### src/rtl/dbf_pkg.sv
package dbf_pkg;

  localparam int CNT_W = 15;
  localparam int MAX_TICKS = 30000;

  typedef struct packed {
    logic       cfgWrite;
    logic       cfgRead;
    logic [7:0] regIdx;
    logic       tick;
    logic       seed;
  } dbfStrobe_t;

  function automatic logic [CNT_W-1:0] codeToTicks(input logic [2:0] code);
    case (code)
      3'd0:    return 15'd1;
      3'd1:    return 15'd10;
      3'd2:    return 15'd100;
      3'd3:    return 15'd1000;
      3'd4:    return 15'd10000;
      3'd5:    return 15'd20000;
      default: return 15'd30000;
    endcase
  endfunction

endpackage

### src/rtl/dbf_ctrl.sv
module dbf_ctrl
  import dbf_pkg::*;
#(
  parameter int CLK_HZ   = 1_000_000,
  parameter int ADDR_W   = 4,
  parameter int NUM_REGS = 2
) (
  input  logic              clk,
  input  logic              rstN,
  input  logic              busSel,
  input  logic              busWrite,
  input  logic [ADDR_W-1:0] busAddr,
  output dbfStrobe_t        strb
);

  localparam int DIV_RAW = CLK_HZ / 1_000_000;
  localparam int DIV     = (DIV_RAW < 1) ? 1 : DIV_RAW;
  localparam int PW      = (DIV < 2) ? 1 : $clog2(DIV);
  localparam logic [PW-1:0] LAST = PW'(DIV - 1);

  logic [PW-1:0] preCnt;
  logic [1:0]    seedCnt;
  logic          inRange;

  // tick prescaler
  always_ff @(posedge clk or negedge rstN) begin
    if (!rstN)               preCnt <= '0;
    else if (preCnt == LAST) preCnt <= '0;
    else                     preCnt <= preCnt + 1'b1;
  end

  // seed window: three edges after reset release
  always_ff @(posedge clk or negedge rstN) begin
    if (!rstN)                 seedCnt <= 2'd0;
    else if (seedCnt != 2'd3)  seedCnt <= seedCnt + 2'd1;
  end

  assign inRange = (32'(busAddr) < NUM_REGS);

  always_comb begin
    strb.cfgWrite = busSel && busWrite && inRange;
    strb.cfgRead  = busSel && !busWrite;
    strb.regIdx   = 8'(busAddr);
    strb.tick     = (preCnt == LAST);
    strb.seed     = (seedCnt != 2'd3);
  end

  a_r1_seed_ends: assert property (@(posedge clk) disable iff (!rstN)
    !strb.seed |=> !strb.seed);

  a_r3_write_in_range: assert property (@(posedge clk) disable iff (!rstN)
    strb.cfgWrite |-> (32'(strb.regIdx) < NUM_REGS));

endmodule

### src/rtl/dbf_channel.sv
module dbf_channel
  import dbf_pkg::*;
(
  input  logic       clk,
  input  logic       rstN,
  input  logic       rawIn,
  input  logic       tick,
  input  logic       seed,
  input  logic [2:0] code,
  output logic       filt
);

  logic             syncA, syncB;
  logic [CNT_W-1:0] cnt;
  logic [CNT_W-1:0] limit;
  logic [CNT_W-1:0] cntNext;

  assign limit   = codeToTicks(code);
  assign cntNext = cnt + 1'b1;

  always_ff @(posedge clk or negedge rstN) begin
    if (!rstN) begin
      syncA <= 1'b0;
      syncB <= 1'b0;
      cnt   <= '0;
      filt  <= 1'b0;
    end else begin
      syncA <= rawIn;
      syncB <= syncA;
      if (seed) begin
        filt <= syncB;
        cnt  <= '0;
      end else if (syncB == filt) begin
        cnt <= '0;                     // bounce restarts the window
      end else if (tick) begin
        if (cntNext >= limit) begin
          filt <= syncB;
          cnt  <= '0;
        end else begin
          cnt <= cntNext;
        end
      end
    end
  end

  a_r8_agree_holds: assert property (@(posedge clk) disable iff (!rstN)
    (syncB == filt) |=> $stable(filt));

  a_r9_no_tick_holds: assert property (@(posedge clk) disable iff (!rstN)
    (!seed && !tick) |=> $stable(filt));

  a_r5_cnt_bound: assert property (@(posedge clk) disable iff (!rstN)
    cnt < CNT_W'(MAX_TICKS));

endmodule

### src/rtl/dbf_datapath.sv
module dbf_datapath
  import dbf_pkg::*;
#(
  parameter int NUM_PINS     = 12,
  parameter int DEFAULT_CODE = 3
) (
  input  logic                clk,
  input  logic                rstN,
  input  dbfStrobe_t          strb,
  input  logic [31:0]         wdata,
  input  logic [NUM_PINS-1:0] pinRaw,
  output logic [31:0]         rdata,
  output logic [NUM_PINS-1:0] pinFilt
);

  logic [2:0]  cfgCode [NUM_PINS];
  logic [31:0] rdWord;

  for (genvar p = 0; p < NUM_PINS; p++) begin : g_pin
    localparam int REG = p / 8;
    localparam int BIT = (p % 8) * 4;
    logic fieldHit;

    assign fieldHit = strb.cfgWrite && (strb.regIdx == 8'(REG)) && wdata[BIT+3];

    always_ff @(posedge clk or negedge rstN) begin
      if (!rstN)         cfgCode[p] <= 3'(DEFAULT_CODE);
      else if (fieldHit) cfgCode[p] <= wdata[BIT +: 3];
    end

    dbf_channel u_chan (
      .clk   (clk),
      .rstN  (rstN),
      .rawIn (pinRaw[p]),
      .tick  (strb.tick),
      .seed  (strb.seed),
      .code  (cfgCode[p]),
      .filt  (pinFilt[p])
    );

    a_r3_masked_field_kept: assert property (@(posedge clk) disable iff (!rstN)
      (strb.cfgWrite && strb.regIdx == 8'(REG) && !wdata[BIT+3]) |=> $stable(cfgCode[p]));

    a_r3_foreign_word_kept: assert property (@(posedge clk) disable iff (!rstN)
      (strb.regIdx != 8'(REG)) |=> $stable(cfgCode[p]));
  end

  always_comb begin
    rdWord = '0;
    for (int p = 0; p < NUM_PINS; p++) begin
      if ((p / 8) == int'(strb.regIdx)) rdWord[(p % 8) * 4 +: 3] = cfgCode[p];
    end
  end

  always_ff @(posedge clk or negedge rstN) begin
    if (!rstN)             rdata <= '0;
    else if (strb.cfgRead) rdata <= rdWord;
  end

  a_r4_rdata_stable: assert property (@(posedge clk) disable iff (!rstN)
    !strb.cfgRead |=> $stable(rdata));

endmodule

### src/rtl/dbf_bank.sv
module dbf_bank
  import dbf_pkg::*;
#(
  parameter int NUM_PINS     = 12,
  parameter int CLK_HZ       = 1_000_000,
  parameter int ADDR_W       = 4,
  parameter int DEFAULT_CODE = 3
) (
  input  logic                clk,
  input  logic                rstN,
  input  logic [NUM_PINS-1:0] pinRaw,
  input  logic                busSel,
  input  logic                busWrite,
  input  logic [ADDR_W-1:0]   busAddr,
  input  logic [31:0]         busWdata,
  output logic [31:0]         busRdata,
  output logic [NUM_PINS-1:0] pinFilt
);

  localparam int NUM_REGS = (NUM_PINS + 7) / 8;

  dbfStrobe_t strb;

  dbf_ctrl #(
    .CLK_HZ   (CLK_HZ),
    .ADDR_W   (ADDR_W),
    .NUM_REGS (NUM_REGS)
  ) u_ctrl (
    .clk      (clk),
    .rstN     (rstN),
    .busSel   (busSel),
    .busWrite (busWrite),
    .busAddr  (busAddr),
    .strb     (strb)
  );

  dbf_datapath #(
    .NUM_PINS     (NUM_PINS),
    .DEFAULT_CODE (DEFAULT_CODE)
  ) u_dp (
    .clk     (clk),
    .rstN    (rstN),
    .strb    (strb),
    .wdata   (busWdata),
    .pinRaw  (pinRaw),
    .rdata   (busRdata),
    .pinFilt (pinFilt)
  );

endmodule

### config.mk
export PLATFORM = sky130hd
export DESIGN_NAME = dbf_bank
export DESIGN_NICKNAME = d
export VERILOG_FILES = /design/src/rtl/dbf_pkg.sv /design/src/rtl/dbf_ctrl.sv /design/src/rtl/dbf_channel.sv /design/src/rtl/dbf_datapath.sv /design/src/rtl/dbf_bank.sv
export SDC_FILE = /design/constraint.sdc
export NUM_CORES = 1
export LEC_CHECK = 0
export ABC_AREA = 1
export ABC_CLOCK_PERIOD_IN_PS = 4000
export CAP_MARGIN = 10
export CORE_UTILIZATION = 62
export DETAILED_ROUTE_END_ITERATION = 7
export GPL_TIMING_DRIVEN = 0
export PLACE_DENSITY = 0.82
export RECOVER_POWER = 100
export REMOVE_ABC_BUFFERS = 1
export SKIP_CTS_REPAIR_TIMING = 1
export SLEW_MARGIN = 30
export SYNTH_ARGS = -nofsm -noshare
export SYNTH_HDL_FRONTEND = slang
export SYNTH_SLANG_ARGS = --single-unit
### constraint.sdc
create_clock -name clk -period 4 [get_ports clk]
set_input_delay 0.4 -clock clk [delete_from_list [all_inputs] [get_ports clk]]
set_output_delay 0.4 -clock clk [all_outputs]
set_load 0.01 [all_outputs]
After elaboration in Yosys (flattened, before gate mapping):

Cells that the tools add are included.

* output and inout bits: 44
* word-level logic and storage cells: 367
* flip-flop bits (word level): 279
* input bits: 52

* magnitude comparators: 13
* $add $sub $neg: 14
* muxes and demuxes: 121
* equal/unequal tests: 100
* reductions and logical operators: 56

Operator list (count)
* one-hot mux 15 bit (6 select lines): 12
* 2-to-1 mux 15 bit: 48
* adder 15 x 1 -> 15 bit, second input constant: 12
* >= comparator 15 bit: 12
* == test 3 x 2 -> 1 bit, second input constant: 24
* == test 3 bit, second input constant: 24
* 2-to-1 mux 1 bit: 49
* == test 3 x 1 -> 1 bit, second input constant: 12
* logical NOT 3 bit: 12
* 2-to-1 mux 3 bit: 12
* != test 3 x 1 -> 1 bit, second input constant: 12
* AND reduction 3 bit: 12
* != test 2 x 1 -> 1 bit, second input constant: 12
* nonzero test 2 bit: 12
* logical AND 1 bit: 17
* logical NOT 8 bit: 2
* == test 1 bit: 12
* == test 2 x 4 -> 1 bit, first input constant: 1
* == test 4 x 1 -> 1 bit, second input constant: 1
* less-than comparator 4 x 2 -> 1 bit, second input constant: 1
* != test 2 bit, second input constant: 2
* adder 2 x 1 -> 2 bit, second input constant: 1
* adder 1 bit, second input constant: 1
* logical NOT 1 bit: 1

Longest topological paths before layout:

Gate-level depths: netlist of run 1.

* depth in word-level cells: 7
* depth in mapped cells: 24
* mapped depth without buffers: 24

By module:

A second synthesis of run 1 with hierarchy kept.

* cell total of the unflattened synthesis: 2752
* area, all modules: 21420.5 um^2

Modules (own cells, without submodules)
* dbf_channel: sequential area each 450.4 um^2, area an instance 1531.5 um^2, times used 12, cells an instance 199
* dbf_datapath: sequential area each 1531.5 um^2, area an instance 2850.2 um^2, times used 1, cells an instance 337
* dbf_ctrl: sequential area each 50.0 um^2, area an instance 192.7 um^2, times used 1, cells an instance 27

Worst setup path after synthesis of run 1:

OpenSTA, ideal clock, no wires.

* kind: register to register
* start point: register u_dp.g_pin[7].u_chan.cnt[0]
* end point: register u_dp.g_pin[7].u_chan.cnt[7]
* buffers on the path: 1
* stages on the path, launching flop included: 18
* setup slack: 0.983 ns
* required time: 3.870 ns
* setup time: 0.130 ns
* clock period less this slack: 3.017 ns
* arrival time: 2.887 ns
* path through: dfrtp_1 -> ha_1 -> nand4_1 -> nor2_1 -> nand4_1 -> nor2_1 -> inv_1 -> nand2_1 -> inv_1 -> ha_1 -> nand2_1 -> nor2_1 -> nand4_1 -> nor4_1 -> nand3_4 -> nand4_4 -> buf_12 -> nor2_4

* word-level cells in the longest chain between the ends: 6

Ends and longest elaborated chain
* from (decl): line dbf_channel.sv:14 `logic [CNT_W-1:0] cnt;`
* from (signal assigned): line dbf_channel.sv:40 `cnt <= cntNext;`
* adder 15 x 1 -> 15 bit *: line dbf_channel.sv:19 `assign cntNext = cnt + 1'b1;`
* >= comparator 15 bit: line dbf_channel.sv:36 `if (cntNext >= limit) begin`
* 2-to-1 mux 15 bit *: line dbf_channel.sv:36
* 2-to-1 mux 15 bit *: line dbf_channel.sv:35 `end else if (tick) begin`
* 2-to-1 mux 15 bit *: line dbf_channel.sv:33 `end else if (syncB == filt) begin`
* 2-to-1 mux 15 bit *: line dbf_channel.sv:30 `if (seed) begin`

Mark *: on every way between the ends. The rest lies on a longest branch, timed or not. The select of a mux whose other input is x is not followed.
A chain may end at the register's enable or synchronous reset.

Final worst setup path of run 1:

* start point: register u_dp.g_pin[6].u_chan.cnt[0]
* end point: register u_dp.g_pin[6].u_chan.filt

* word-level cells in the longest chain between the ends: 4

Ends and longest elaborated chain
* from (decl): line dbf_channel.sv:14
* from (signal assigned): line dbf_channel.sv:40
* adder 15 x 1 -> 15 bit: line dbf_channel.sv:19
* >= comparator 15 bit: line dbf_channel.sv:36
* nonzero test 2 bit (no source line)
* AND reduction 3 bit (no source line)
* to (signal assigned): line dbf_channel.sv:31 `filt <= syncB;`
* to (signal assigned): line dbf_channel.sv:37 `filt <= syncB;`
* to (decl): line dbf_channel.sv:10 `output logic filt`

Every way passes these cells.

==> results of run 1 <==
==> path summary, 6_finish.rpt <==
kind	endpoint	from	slack, ns	depth (start not counted)
worst min register to register	u_dp.g_pin[7].u_chan.syncB	u_dp.g_pin[7].u_chan.syncA	0.35	0
worst min-delay path	u_dp.g_pin[7].u_chan.syncB	u_dp.g_pin[7].u_chan.syncA	0.35	0
min in group asynchronous	u_dp.g_pin[10].u_chan.cnt[11]	rstN	0.82	2
max in group asynchronous	u_dp.g_pin[5].u_chan.syncA	rstN	0.72	3
worst max-delay path	u_dp.g_pin[6].u_chan.filt	u_dp.g_pin[6].u_chan.cnt[0]	0.43	18
worst max register to register	u_dp.g_pin[6].u_chan.filt	u_dp.g_pin[6].u_chan.cnt[0]	0.43	18
==> state kept, by name, summed over array words and instances, names as in the netlist <==
name / cells
u_dp.rdata: 24
u_dp.g_pin.u_chan.syncB: 12
u_dp.g_pin.u_chan.filt: 12
u_ctrl.seedCnt: 2
u_dp.g_pin.u_chan.syncA: 12
u_dp.cfgCode: 36
u_dp.g_pin.u_chan.cnt: 180
==> critical path, cell delays in order, from the launching register on <==
cell and delay [ns]:
sky130_fd_sc_hd__dfrtp_1 0.46, sky130_fd_sc_hd__ha_1 0.24, sky130_fd_sc_hd__nand4_1 0.14, sky130_fd_sc_hd__nor2_1 0.20, sky130_fd_sc_hd__nand3_1 0.14, sky130_fd_sc_hd__nor3_1 0.33
sky130_fd_sc_hd__nand2_1 0.18, sky130_fd_sc_hd__nor3b_2 0.23, sky130_fd_sc_hd__xnor2_1 0.17, sky130_fd_sc_hd__inv_1 0.07, sky130_fd_sc_hd__ha_1 0.35, sky130_fd_sc_hd__nand3_1 0.10
sky130_fd_sc_hd__nand2_1 0.06, sky130_fd_sc_hd__clkinv_1 0.05, sky130_fd_sc_hd__nand2_1 0.07, sky130_fd_sc_hd__nor2_4 0.13, sky130_fd_sc_hd__nand3_2 0.33, sky130_fd_sc_hd__nand2_1 0.15
sky130_fd_sc_hd__nand2_1 0.06
==> cell families (layout without fill, tap and decap cells) <==
kind of cell             after synthesis  in the layout  share of synthesized area
buffers and inverters                434            528                    0.09382
XOR/XNOR                             104            104                    0.04851
AO/OA/AOI/OAI                        222            222                    0.06710
adder cells (fa/ha/maj)              169            169                     0.1126
other                                  1              8                  0.0001997
AND/OR/NAND/NOR                     1301           1301                     0.3051
flip-flops                           278            278                     0.3721
multiplexers                           1              1                  0.0005996
==> area by class of cell <==
class	count	area, sq um
inverters	379	1431
well taps	390	488.0
clock inverters	16	332.8
clock buffers	40	859.6
fillers	2320	8700
repair buffers	93	950.9
multi-input cells	1805	9968
flip-flops and latches	278	6987
==> synth_stat cells (13+ instances only) <==
cell type | count | area share
sky130_fd_sc_hd__a21oi_1 | 86 | 0.023
sky130_fd_sc_hd__buf_4 | 21 | 0.0084
sky130_fd_sc_hd__clkbuf_1 | 23 | 0.0046
sky130_fd_sc_hd__dfrtp_1 | 254 | 0.34
sky130_fd_sc_hd__dfstp_2 | 24 | 0.034
sky130_fd_sc_hd__ha_1 | 169 | 0.11
sky130_fd_sc_hd__inv_1 | 361 | 0.072
sky130_fd_sc_hd__inv_2 | 13 | 0.0026
sky130_fd_sc_hd__nand2_1 | 646 | 0.13
sky130_fd_sc_hd__nand2_2 | 13 | 0.0043
sky130_fd_sc_hd__nand3_1 | 116 | 0.031
sky130_fd_sc_hd__nand4_1 | 50 | 0.017
sky130_fd_sc_hd__nor2_1 | 340 | 0.068
sky130_fd_sc_hd__nor2_2 | 27 | 0.0090
sky130_fd_sc_hd__nor2_4 | 14 | 0.0084
sky130_fd_sc_hd__nor3_1 | 41 | 0.011
sky130_fd_sc_hd__o21ai_0 | 73 | 0.019
sky130_fd_sc_hd__o22ai_1 | 17 | 0.0057
sky130_fd_sc_hd__xnor2_1 | 25 | 0.012
sky130_fd_sc_hd__xor2_1 | 79 | 0.037
==> metal layers <==
layer	routed length, microns	part of all wire	GRT usage
met1	17870	0.44	0.3567
met2	20340	0.50	0.4777
met3	2117	0.052	0.03187
met4	603	0.015	0.05906
met5	0	0	0
==> power groups by stage <==
| stage | logic [uW] | clock network, uW | registers, uW |
|---|---|---|---|
| after floorplan | 1960 | 0 | 3310 |
| after global placement | 2620 | 0 | 3350 |
| after detailed placement | 2760 | 0 | 3360 |
| after CTS | 2790 | 3360 | 3310 |
| after global routing | 3160 | 3470 | 3350 |
| final | 2750 | 3300 | 3310 |
==> stage by stage <==
step	TNS [ns]	setup WS, ns
final	0	0.4293
after global routing	0	0.04811
after CTS	0	0.4353
after detailed placement	0	0.4170
after global placement	-2447.30	-9.129
after floorplan	0	0.9432
==> reports/summary.log, run 1 <==
INFO  status         status=finished with violations
INFO  status         violations_in_the_final_reports=capacitance limit, slew limit
INFO  synth          synth-async-reset-ratio=1.000
INFO  route          post_drt_via_cell_ratio=5.367
INFO  timing         min_period_over_period=0.8927
INFO  setup_path     worst-path-max-fanout=14
INFO  power          leakage=0.01107uW
INFO  setup_path     critPathKind=flip-flop to flip-flop
INFO  cts            clockRootBuffer=sky130_fd_sc_hd__clkbuf_16
INFO  synth          netlist-cell-type-count=52
INFO  global_route   antenna_found_initial=0
INFO  power          seqPwrFrac=0.354
INFO  floorplan      core_region_area=29720squm
INFO  setup_path     end_kind=flip-flop
INFO  power          irDropWorstVdd=0.3234mV
INFO  setup_path     worst-endpoint-arrival=4.01ns
INFO  route          num_vias=16110
INFO  route          number_of_search_and_repair_iterations_in_the_first_detailed_routing_pass=5
INFO  floorplan      start_util=0.6319
INFO  place          place.detailed.hpwl=30.19mm
INFO  finish         layout.cell_area.non_filler=21020squm
INFO  finish         area_growth_syn_to_layout=11.93%
INFO  timing         finalCriticalPeriod=3.571ns
INFO  cts            max-clock-path-buffers=3
INFO  synth          ys_seq_area_frac=0.3721
INFO  power          proportion_of_power_drawn_by_the_clock_network=0.353
INFO  floorplan      floorplan.die_area=30990squm
INFO  synth          synth_edf_count=0
INFO  run            max_cap_viol_count=3
INFO  power          power-per-cell-area=445.6nW/um^2
INFO  cts            cts_made_buffers=30
INFO  place          port-buffer-count=87
INFO  finish         stdcell_count=3001
INFO  global_route   grt_pass1_wl=70.32mm
INFO  setup_path     worst_setup_path_start_kind=flip-flop
INFO  floorplan      die-height=176.0microns
INFO  min_path       timing.hold.worst.class=flip-flop to flip-flop
INFO  power          power_switching_share=0.3420
INFO  timing         max_freq=0.2801GHz
INFO  route          post-route-drc-count=0
INFO  finish         num_antenna_cells=0
INFO  power          p_int=6162uW
INFO  floorplan      die-width=176.0microns
INFO  synth          synth-main-ff-cell=sky130_fd_sc_hd__dfrtp_1
INFO  place          place.detailed.instances=2944
INFO  cts            clk-insertion-delay-late=0.56ns
INFO  finish         mostFrequentLayoutCells=652 x sky130_fd_sc_hd__nand2_1, 360 x sky130_fd_sc_hd__inv_1, 355 x sky130_fd_sc_hd__nor2_1
INFO  timing         rsz_0062_raised_after_global_routing=no
INFO  finish         drive_above_1_share=0.06434
INFO  power          p_switching=3202uW
INFO  timing         tightestPinTransition=1.717ns
INFO  finish         utilization=0.7073
INFO  place          area_after_dpl=19960squm
INFO  power          power.share.combinational=0.293
INFO  timing         whs=0.3482ns
INFO  global_route   pin_count_of_the_biggest_net_entering_global_routing=75
INFO  timing         count_of_endpoints_failing_setup_in_the_final_report=0
INFO  cts            cts.sink_count=278
INFO  place          finalWeightedCongestion=0.9154
INFO  timing         report.final.hold_viol_count=0
INFO  route          final_routed_wirelength_across_all_metal_layers=40.93mm
INFO  cts            tritoncts=built
INFO  finish         layout.nets=2808
INFO  route          detailedRoute.firstIterationViolations=1184
INFO  synth          yosys_warnings=0
INFO  synth          synthesis.area_per_instance=7.481squm
INFO  timing         finClkSkew=0.01398ns
INFO  power          power=9365uW
INFO  timing         timing.max_slew.rel_slack=-0.1444
INFO  setup_path     worstPathRequired=4.44ns
INFO  global_route   vias_in_the_first_global_route=15490
INFO  cts            cts_max_level=1
INFO  synth          post_synthesis_instance_area=18780squm
INFO  global_route   globalRouteOverflowTotal=0
INFO  route          detail_route.wl_per_cell=13.64microns
INFO  timing         slew_viol_final=171
INFO  floorplan      placementRows=63
INFO  synth          yosys_register_bits=278
INFO  cts            clkSlewWorstSetupHoldPaths=0.07ns
INFO  route          drt.antenna.violating_nets=0
INFO  finish         final_common_cell=sky130_fd_sc_hd__nand2_1
INFO  synth          syn-instance-count=2510
INFO  floorplan      io_pins=96
INFO  global_route   grt_use_total=0.2711
No activity file was read; power rests on OpenSTA's default activity.
==> run 2, diff against run 1 <==
--- a/config.mk
+++ b/config.mk
@@ -8,10 +8,10 @@
 export ABC_AREA = 1
 export ABC_CLOCK_PERIOD_IN_PS = 4000
 export CAP_MARGIN = 10
-export CORE_UTILIZATION = 62
+export CORE_UTILIZATION = 50
 export DETAILED_ROUTE_END_ITERATION = 7
 export GPL_TIMING_DRIVEN = 0
-export PLACE_DENSITY = 0.82
+export PLACE_DENSITY = 0.68
 export RECOVER_POWER = 100
 export REMOVE_ABC_BUFFERS = 1
 export SKIP_CTS_REPAIR_TIMING = 1
==> reports/summary.log, run 2 (synthesis results as in run 1) <==
INFO  status         status=finished with violations
INFO  status         violations_in_the_final_reports=capacitance limit, slew limit
INFO  route          drt.antenna.violating_nets=0 [unchanged]
INFO  power          power.share.combinational=0.288 [-0.005]
INFO  global_route   vias_in_the_first_global_route=15390 [-0.61%]
INFO  route          post_drt_via_cell_ratio=5.114 [-4.7%]
INFO  finish         drive_above_1_share=0.06914 [+0.004794]
INFO  power          power-per-cell-area=443.4nW/um^2 [-0.49%]
INFO  route          post-route-drc-count=0 [unchanged]
INFO  finish         num_antenna_cells=0 [unchanged]
INFO  floorplan      core_region_area=36790squm [+24%]
INFO  global_route   globalRouteOverflowTotal=0 [unchanged]
INFO  floorplan      start_util=0.5105 [-0.1214]
INFO  setup_path     cp_slowest_stage_delay=1.31ns [+0.85 ns]
INFO  power          seqPwrFrac=0.352 [-0.002]
INFO  power          p_switching=3257uW [+1.7%]
INFO  setup_path     worst-path-max-fanout=35 [+21]
INFO  cts            cts_max_level=2 [+1]
INFO  floorplan      die-width=195.8microns [+11%]
INFO  place          place.detailed.hpwl=29.96mm [-0.75%]
INFO  setup_path     timing.critical_path.cells=dlygate4sd3_1, inv_1, nor2_1, buf_6, clkinvlp_2, o31ai_1
INFO  timing         finClkSkew=0.01219ns [-0.001787 ns]
INFO  place          port-buffer-count=87 [unchanged]
INFO  setup_path     timing.reg2reg.worst_path_depth=18 [unchanged]
INFO  finish         area_growth_syn_to_layout=12.74%
INFO  finish         final_common_cell=sky130_fd_sc_hd__nand2_1
INFO  timing         report.final.hold_viol_count=0 [unchanged]
INFO  route          number_of_search_and_repair_iterations_in_the_first_detailed_routing_pass=5 [unchanged]
INFO  timing         count_of_endpoints_failing_setup_in_the_final_report=0 [unchanged]
INFO  route          num_vias=15780 [-2.0%]
INFO  cts            clkSlewWorstSetupHoldPaths=0.06ns [about the same]
INFO  finish         fill_cells=3435 [+48%]
INFO  setup_path     end_kind=flip-flop
INFO  timing         slew_viol_final=81 [-53%]
INFO  power          proportion_of_power_drawn_by_the_clock_network=0.360 [+0.007]
INFO  power          irDropWorstVdd=0.3038mV [-6.1%]
INFO  cts            clk-insertion-delay-late=0.54ns [-0.02 ns]
INFO  global_route   pin_count_of_the_biggest_net_entering_global_routing=87 [+16%]
INFO  global_route   antenna_found_initial=0 [unchanged]
INFO  place          minimum_setup_slack_after_placement=0.4293ns [+0.01236 ns]
INFO  cts            tritoncts=built
INFO  setup_path     critPathKind=primary input to flip-flop
INFO  power          p_int=6129uW [-0.53%]
INFO  timing         finalCriticalPeriod=3.637ns [+0.06659 ns]
INFO  place          finalWeightedCongestion=0.8586 [-6.2%]
INFO  setup_path     worst_setup_path_start_kind=primary input
INFO  route          detailedRoute.firstIterationViolations=770 [-35%]
INFO  cts            max-clock-path-buffers=3 [unchanged]
INFO  global_route   grt_pass1_wl=70.59mm [+0.39%]
INFO  min_path       timing.hold.worst.class=flip-flop to flip-flop
INFO  floorplan      io_pins=96 [unchanged]
INFO  place          area_after_dpl=20050squm [+0.44%]
INFO  floorplan      placementRows=70 [+11%]
INFO  global_route   grt_use_total=0.2224 [-0.04874]
INFO  timing         min_period_over_period=0.9093 [+0.01665]
INFO  timing         worst_slack=0.3627ns [-0.06659 ns]
INFO  route          detail_route.wl_per_cell=13.12microns [-3.8%]
INFO  floorplan      floorplan.die_area=38340squm [+24%]
INFO  route          final_routed_wirelength_across_all_metal_layers=40.49mm [-1.1%]
INFO  finish         mostFrequentLayoutCells=652 x sky130_fd_sc_hd__nand2_1, 361 x sky130_fd_sc_hd__inv_1, 346 x sky130_fd_sc_hd__nor2_1
INFO  finish         layout.nets=2813 [+0.18%]
INFO  timing         rsz_0062_raised_after_global_routing=no
INFO  setup_path     crit_path_top_delay_cell=sky130_fd_sc_hd__clkinvlp_2
INFO  cts            cts.sink_count=278 [unchanged]
INFO  run            max_cap_viol_count=3 [unchanged]
INFO  finish         reg_top3=u_dp.g_pin.u_chan.cnt (180), u_dp.cfgCode (36), u_dp.rdata (24)
INFO  floorplan      die-height=195.8microns [+11%]
INFO  power          power_switching_share=0.3470 [+0.005055]
INFO  finish         biggest_register=u_dp.g_pin.u_chan.cnt
INFO  cts            cts_made_buffers=36 [+20%]
INFO  finish         layout.cell_area.non_filler=21170squm [+0.73%]
INFO  setup_path     worstPathRequired=4.39ns [-0.05 ns]
INFO  cts            clockRootBuffer=sky130_fd_sc_hd__clkbuf_16
INFO  finish         number_of_flip_flops_under_the_largest_register_name=180 [unchanged]
INFO  timing         tightestPinTransition=1.790ns [+0.07335 ns]
INFO  setup_path     worst-endpoint-arrival=4.03ns [+0.02 ns]
INFO  timing         timing.max_slew.rel_slack=-0.1933 [-0.04890]
INFO  timing         max_freq=0.2749GHz [-1.8%]
INFO  power          leakage=0.01107uW [about the same]
INFO  min_path       hold_crit_depth=0 [unchanged]
==> run 2: changes by cell type in the layout (fill, tap and decap cells not counted), moves of 2 or more <==
cell | previous run | this run
sky130_fd_sc_hd__clkbuf_16 | 31 | 37
sky130_fd_sc_hd__clkbuf_1 | 5 | 8
sky130_fd_sc_hd__bufinv_16 | 10 | 4
sky130_fd_sc_hd__nor2_1 | 355 | 346
sky130_fd_sc_hd__clkbuf_4 | 0 | 2
sky130_fd_sc_hd__nor2_4 | 9 | 13
sky130_fd_sc_hd__clkbuf_8 | 5 | 9
sky130_fd_sc_hd__clkbuf_2 | 2 | 0
sky130_fd_sc_hd__nor2_2 | 17 | 22
sky130_fd_sc_hd__clkinvlp_4 | 1 | 3
sky130_fd_sc_hd__buf_16 | 2 | 0
==> run 2: worst paths after layout <==
kind,from,to,slack (ns)
worst max-delay path,busSel,u_dp.rdata[30],0.36
worst min-delay path,u_dp.g_pin[5].u_chan.syncA,u_dp.g_pin[5].u_chan.syncB,0.35
worst max register to register,u_dp.g_pin[6].u_chan.cnt[0],u_dp.g_pin[6].u_chan.filt,0.38
worst min register to register,u_dp.g_pin[5].u_chan.syncA,u_dp.g_pin[5].u_chan.syncB,0.35
max in group asynchronous,rstN,u_dp.cfgCode[18],0.74
min in group asynchronous,rstN,u_dp.g_pin[10].u_chan.syncA,0.89
==> run 2: area by class of cell <==
class	instances	area, sq um	share of cell area
tap	468	585.6	0.02766
clock buffer	53	1076	0.05083
timing repair buffer	92	920.9	0.04350
clock inverter	11	162.7	0.007683
sequential	278	6987	0.3300
multi-input combinational	1805	10010	0.4727
inverter	379	1431	0.06761
==> run 2: routing by layer <==
| layer | wire [microns] | up-vias | track usage |
|---|---|---|---|
| met5 | 0 | - | 0 |
| met4 | 1054 | 0 | 0.07089 |
| met3 | 1888 | 69 | 0.04006 |
| met2 | 18530 | 303 | 0.3708 |
| met1 | 19010 | 7286 | 0.2932 |
| li1 | - | 8125 | - |
==> run 2: through the flow <==
| stage | TNS [ns] | instances | util | power [uW] | hold slack (ns) |
|---|---|---|---|---|---|
| after CTS | 0 | 3085 | 0.5787 | 9546 | -0.2860 |
| final | 0 | 3086 | 0.5755 | 9387 | 0.3473 |
| after floorplan | 0 | 2462 | - | 5273 | 0.1044 |
| after detailed placement | 0 | 3021 | 0.5450 | 6113 | 0.2877 |
| after global placement | -2563.16 | 3017 | 0.5418 | 6016 | 0.3314 |
| after global routing | 0 | 3086 | 0.5755 | 10090 | 0.3568 |
==> run 2: worst max-delay path, delay by kind of cell <==
family	cells	cell delay, ns
AOI/OAI and AO/OA	1	0.75
buffers and inverters	4	2.16
and+or+nand+nor	1	0.72
==> run 2: power groups by stage <==
stage	clock network (uW)	logic, uW	registers (uW)
finish	3380	2700	3300
global route	3590	3150	3340
CTS	3460	2780	3310
detailed placement	0	2760	3350
global placement	0	2670	3340
floorplan	0	1960	3310
